`config.mk`:
```
export PLATFORM = sky130hd
export DESIGN_NAME = ser_wr_port
export DESIGN_NICKNAME = d
export VERILOG_FILES = /design/src/rtl/ser_wr_pkg.sv /design/src/rtl/ser_wr_sync.sv /design/src/rtl/ser_wr_deser.sv /design/src/rtl/ser_wr_regs.sv /design/src/rtl/ser_wr_port.sv
export SDC_FILE = /design/constraint.sdc
export NUM_CORES = 1
export LEC_CHECK = 0
export ABC_AREA = 1
export BUFFER_PORTS_ARGS = -buffer_cell sky130_fd_sc_hd__buf_2
export CAP_MARGIN = 5
export CELL_PAD_IN_SITES_DETAIL_PLACEMENT = 1
export CELL_PAD_IN_SITES_GLOBAL_PLACEMENT = 1
export CORE_AREA = 4 4 122 124
export DETAILED_ROUTE_END_ITERATION = 7
export DIE_AREA = 0 0 126 128
export HOLD_SLACK_MARGIN = 0.1
export PLACE_DENSITY = 0.6
export SYNTH_ARGS = -nofsm -noshare
export SYNTH_HDL_FRONTEND = slang
export SYNTH_SLANG_ARGS = --single-unit
```
`constraint.sdc`:
```
create_clock -name clk -period 1.5 [get_ports clk]
set_input_delay 0.225 -clock clk [delete_from_list [all_inputs] [get_ports clk]]
set_output_delay 0.225 -clock clk [all_outputs]
set_load 0.05 [all_outputs]
```
`src/rtl/ser_wr_pkg.sv`:
```
package ser_wr_pkg;
  typedef enum logic {
    TGT_CTRL = 1'b0,
    TGT_CAL  = 1'b1
  } tgt_e;
endpackage

```
`src/rtl/ser_wr_sync.sv`:
```
module ser_wr_sync #(
  parameter int           W       = 4,
  parameter int           STAGES  = 2,
  parameter logic [W-1:0] RST_VAL = '0
) (
  input  logic         clk,
  input  logic         rst,
  input  logic [W-1:0] d,
  output logic [W-1:0] q
);
  logic [W-1:0] stg [STAGES];

  always_ff @(posedge clk) begin
    if (rst) stg[0] <= RST_VAL;
    else     stg[0] <= d;
  end

  for (genvar s = 1; s < STAGES; s++) begin : g_stage
    always_ff @(posedge clk) begin
      if (rst) stg[s] <= RST_VAL;
      else     stg[s] <= stg[s-1];
    end
  end

  assign q = stg[STAGES-1];
endmodule

```
`src/rtl/ser_wr_deser.sv`:
```
module ser_wr_deser
  import ser_wr_pkg::*;
#(
  parameter int WORD_W = 24
) (
  input  logic              clk,
  input  logic              rst,
  input  logic              sclk,
  input  logic              sdata,
  input  logic              tfs_n,
  input  logic              asel,
  output logic              load_v,
  output logic [WORD_W-1:0] load_data,
  output tgt_e              load_tgt,
  output logic              sel_err
);
  localparam int CW = $clog2(WORD_W);
  localparam logic [CW-1:0] LAST = CW'(WORD_W - 1);

  logic              sclk_d;
  logic [CW-1:0]     cnt;
  logic [WORD_W-1:0] sreg;
  tgt_e              tgt;
  logic              cap;

  assign cap = sclk & ~sclk_d & ~tfs_n;

  always_ff @(posedge clk) begin
    if (rst) begin
      sclk_d    <= 1'b0;
      cnt       <= '0;
      sreg      <= '0;
      tgt       <= TGT_CTRL;
      sel_err   <= 1'b0;
      load_v    <= 1'b0;
      load_data <= '0;
      load_tgt  <= TGT_CTRL;
    end else begin
      sclk_d <= sclk;
      load_v <= 1'b0;
      if (cap) begin
        sreg <= {sreg[WORD_W-2:0], sdata};
        if (cnt == '0) tgt <= tgt_e'(asel);
        else if (tgt_e'(asel) != tgt) sel_err <= 1'b1;
        if (cnt == LAST) begin
          cnt       <= '0;
          load_v    <= 1'b1;
          load_data <= {sreg[WORD_W-2:0], sdata};
          load_tgt  <= tgt;
        end else begin
          cnt <= cnt + 1'b1;
        end
      end
    end
  end
endmodule

```
`src/rtl/ser_wr_regs.sv`:
```
module ser_wr_regs
  import ser_wr_pkg::*;
#(
  parameter int WORD_W = 24
) (
  input  logic              clk,
  input  logic              rst,
  input  logic              load_v,
  input  logic [WORD_W-1:0] load_data,
  input  tgt_e              load_tgt,
  output logic [WORD_W-1:0] ctrl_q,
  output logic [WORD_W-1:0] cal_q,
  output logic              wr_done
);
  always_ff @(posedge clk) begin
    if (rst) begin
      ctrl_q  <= '0;
      cal_q   <= '0;
      wr_done <= 1'b0;
    end else begin
      wr_done <= load_v;
      if (load_v) begin
        case (load_tgt)
          TGT_CTRL: ctrl_q <= load_data;
          TGT_CAL:  cal_q  <= load_data;
          default:  ;
        endcase
      end
    end
  end
endmodule

```
`src/rtl/ser_wr_port.sv`:
```
module ser_wr_port
  import ser_wr_pkg::*;
#(
  parameter int WORD_W      = 24,
  parameter int SYNC_STAGES = 2
) (
  input  logic              clk,
  input  logic              rst,
  input  logic              sclk_i,
  input  logic              sdata_i,
  input  logic              tfs_n_i,
  input  logic              asel_i,
  output logic [WORD_W-1:0] ctrl_q,
  output logic [WORD_W-1:0] cal_q,
  output logic              wr_done,
  output logic              sel_err
);
  localparam int NSIG = 4;

  logic [NSIG-1:0]   raw, syn;
  logic              load_v;
  logic [WORD_W-1:0] load_data;
  tgt_e              load_tgt;

  assign raw = {asel_i, tfs_n_i, sdata_i, sclk_i};

  ser_wr_sync #(
    .W(NSIG), .STAGES(SYNC_STAGES), .RST_VAL(4'b0100)
  ) u_sync (
    .clk(clk), .rst(rst), .d(raw), .q(syn)
  );

  ser_wr_deser #(.WORD_W(WORD_W)) u_deser (
    .clk(clk), .rst(rst),
    .sclk(syn[0]), .sdata(syn[1]), .tfs_n(syn[2]), .asel(syn[3]),
    .load_v(load_v), .load_data(load_data), .load_tgt(load_tgt),
    .sel_err(sel_err)
  );

  ser_wr_regs #(.WORD_W(WORD_W)) u_regs (
    .clk(clk), .rst(rst),
    .load_v(load_v), .load_data(load_data), .load_tgt(load_tgt),
    .ctrl_q(ctrl_q), .cal_q(cal_q), .wr_done(wr_done)
  );
endmodule

```
==> impl_metrics.csv <==
group,metric,value,unit
detailed_routing,detailroute.via_count,3474,
timing,clock_skews,0.009024,ns
die,floorplan.initialDensity,29.57,%
pwr,power_density,1404,nW/µm²
setup_path,worst_ep_required_time,1.80,ns
status,status,"finished clean",
synth,syn_inst,517,
clocking,cts.reportedPaths.clkPinSlew,0.05,ns
clocking,cts.sink_count,114,
setup_path,timing.setup.critical_path_class,"input port to register",
hold_path,min_path_cells,2,
clocking,clock_tree_from_tritoncts,"yes",
setup_path,critPathMaxFanout,5,
clocking,clock_buffer_count_from_cts,17,
timing,timing.final.max_slew_violations,0,
timing,finalWorstPathRequiredPeriod,1.457,ns
detailed_routing,drcViolationCount,0,
cells_and_area,final-seq-area,2282,µm²
synth,synth_top_cells_by_count,"nor2_1 (117), dfxtp_1 (114), nand2_1 (91), nand3_1 (54), o21ai_0 (50)",
timing,grt_setup_unrepaired,"false",
setup_path,critical_path_arrival,1.76,ns
synth,async_flop_share,0,%
place,detailed_place_hpwl,6751,µm
clocking,clk_latency,0.42,ns
setup_path,r2r_setup_slk,0.17,ns
timing,final_worst_path_setup_slack,0.04278,ns
die,coreArea,13770,µm²
timing,setup-violations-final,0,
detailed_routing,drt-wirelength-per-cell,13.32,µm
cells_and_area,number_of_diodes,0,
detailed_routing,antenna_left,0,
die,floorplan.rows,43,
timing,tightest_slew,0.4169,ns
timing,totalNegativeSetupSlack,0,ns
synth,netlist-cell-type-count,19,
synth,synth.avg_cell_area,7.877,µm²
global_route,grt_util_all_layers,13.82,%
synth,yosys_warnings,0,
setup_path,critical_path.reg2reg.startpoint,"u_deser.cnt[0]",
setup_path,crit_end,"u_sync.stg[0][2]",
cells_and_area,layout-area-overhead-vs-synth,27.13,%
clocking,cts_post_setup_buffers_inserted,0,
die,die_area,16130,µm²
hold_path,hold_class,"register to register",
cells_and_area,share_of_layout_cells_above_drive_strength_1,18.31,%
synth,postSynth.topFlopCell,"dfxtp_1",
global_route,grt_pass1_wl,17890,µm
global_route,grt_antenna_before_repair,0,
cells_and_area,multiInputGateArea,1531,µm²
timing,finalCritPeriodShare,97.15,%
cells_and_area,finalNonFillerCells,770,
setup_path,origin_of_the_worst_setup_path,"rst",
global_route,pin_count_of_the_biggest_net_entering_global_routing,78,
job,max_cap_violations,0,
place,place_ws,0.08927,ns
setup_path,reg2reg_to,"u_deser.cnt[1]",
setup_path,worst_setup_path_start_kind,"input port",
die,die_x,126,µm
place,io_buffer_count,55,
timing,fin_hold_ws,0.3994,ns
hold_path,hold_path_startpoint,"u_sync.stg[0][0]",
synth,synth_sequential_area_ratio,56.04,%
place,gp_congestion,0.7093,
cells_and_area,net_count_reported_at_finish,586,
synth,number_of_register_bits_inferred_by_synthesis,114,
detailed_routing,detailedRoute.firstPassIterationCount,4,
synth,synth_top_area_share,56.04,%
detailed_routing,wl,10250,µm
synth,synth.top_cells.by_area,"dfxtp_1 (56%), nor2_1 (11%), nand2_1 (8.4%)",
timing,slew_headroom,72.16,%
setup_path,worstRegToRegCells,6,
global_route,gr-total-overflow,0,
cells_and_area,fillers,1697,
timing,max_freq,686.2,MHz
timing,timing_hold_violations_final,0,
synth,synth_enable_flop_cells,0,
pwr,irDropWorstVdd,0.0005697,V
synth,synth_nets,525,
clocking,cts.root.buffer_cell,"clkbuf_16",
pwr,lkg_pwr,2.356,nW
detailed_routing,routed_via_density,4.512,
clocking,ctsLongestPathBuffers,2,
cells_and_area,stdcell_area,5177,µm²
synth,synthMostInstantiatedCell,"nor2_1",
die,die_h,128,µm
place,detailed_place.area,4499,µm²
clocking,cts_htree_levels,4,
detailed_routing,detail_route.iter0.violations,204,
die,design.portCount,56,
synth,synth_top_area_cell,"dfxtp_1",
global_route,first_global_vias,3730,
place,dp_cells,733,
setup_path,nature_of_the_critical_path_endpoint,"register",
synth,mappedNetlistArea,4073,µm²
flip-flops by register name, summed over array words and instances, names as in the netlist, 5 cells and up:
| name | cells |
|---|---|
| u_deser.load_data | 24 |
| u_regs.cal_q | 24 |
| u_sync.stg | 8 |
| u_deser.cnt | 5 |
| u_deser.sreg | 23 |
| u_regs.ctrl_q | 24 |
routing by layer:
| layer | global-route usage, % | share of wire [%] | wire, µm |
|---|---|---|---|
| met1 | 17.36 | 49 | 5000 |
| met5 | 0 | 0 | 0 |
| met4 | 5.489 | 1.7 | 171 |
| met3 | 4.958 | 4.8 | 488 |
| met2 | 21.72 | 45 | 4593 |
area by class of cell:
cell class / instances / area share (%)
inverter: 23 / 1.667
multi-input combinational: 348 / 29.58
clock buffer: 21 / 9.087
sequential: 114 / 44.08
clock inverter: 10 / 2.562
timing repair buffer: 74 / 8.676
tap: 180 / 4.350
worst min-delay path by stage:
| stage | to | slack (ns) |
|---|---|---|
| 2_1_floorplan | u_sync.stg[0][2] | 0.33 |
| 3_3_place_gp | u_sync.stg[1][3] | 0.39 |
| 3_5_place_dp | u_sync.stg[1][3] | 0.40 |
| 4_1_cts | u_sync.stg[1][0] | 0.40 |
| 5_1_grt | u_sync.stg[1][0] | 0.41 |
| 6_report | u_sync.stg[1][0] | 0.40 |
layout by cell type (no fill, tap or decap):
| cell | Yosys | routed |
|---|---|---|
| nor2_2 | 1 | 1 |
| clkinv_2 | 0 | 4 |
| clkinv_1 | 0 | 1 |
| clkbuf_1 | 8 | 1 |
| nand3_1 | 54 | 54 |
| buf_12 | 0 | 1 |
| nor2_1 | 117 | 117 |
| inv_2 | 2 | 2 |
| ha_1 | 2 | 2 |
| clkinvlp_4 | 0 | 3 |
| dfxtp_1 | 114 | 114 |
| nand2_1 | 91 | 90 |
| buf_4 | 9 | 11 |
| dlygate4sd3_1 | 0 | 6 |
| o21ai_0 | 50 | 50 |
| buf_6 | 2 | 1 |
| a21oi_1 | 27 | 27 |
| or2_2 | 2 | 2 |
| nand2_8 | 0 | 1 |
| nand2_2 | 1 | 2 |
| bufinv_16 | 0 | 3 |
| clkbuf_16 | 0 | 17 |
| buf_2 | 12 | 55 |
| nor2_4 | 2 | 2 |
| clkbuf_8 | 0 | 3 |
| inv_1 | 21 | 20 |
worst max-delay path, stage by stage:
cell and delay [ns]:
dlygate4sd3_1 0.53, buf_2 0.16, or2_2 0.30, dlygate4sd3_1 0.55
stage by stage:
stage	total power, W	utilization [%]
4_1_cts	0.007376	37.48
6_report	0.007267	37.59
2_1_floorplan	0.003188	-
3_5_place_dp	0.003218	32.67
5_1_grt	0.007517	37.59
3_3_place_gp	0.003215	32.67
where the power goes:
part	total, W	internal (W)	switching [W]
sequential	0.00305	0.00304	0.00000535
combinational	0.000118	0.0000412	0.0000765
clock	0.00410	0.00272	0.00139
logic make-up (layout without fill, tap and decap cells):
logic type / count (synthesis) / in the layout / synth area share [%]
buffers and inverters: 55 / 128 / 6.636
flip-flops: 114 / 114 / 56.04
AND/OR/NAND/NOR: 269 / 269 / 27.25
adder cells (fa/ha/maj): 2 / 2 / 0.6143
AO/OA/AOI/OAI: 77 / 77 / 9.462
timing repair:
| item | in CTS | in global routing |
|---|---|---|
| endpoints found under the hold margin | 5 | 0 |
| resized for setup | 0 | 3 |
| endpoints found under the setup margin | 0 | 7 |
| hold buffers | 6 | 0 |
Power figures use the tool's default switching activity.
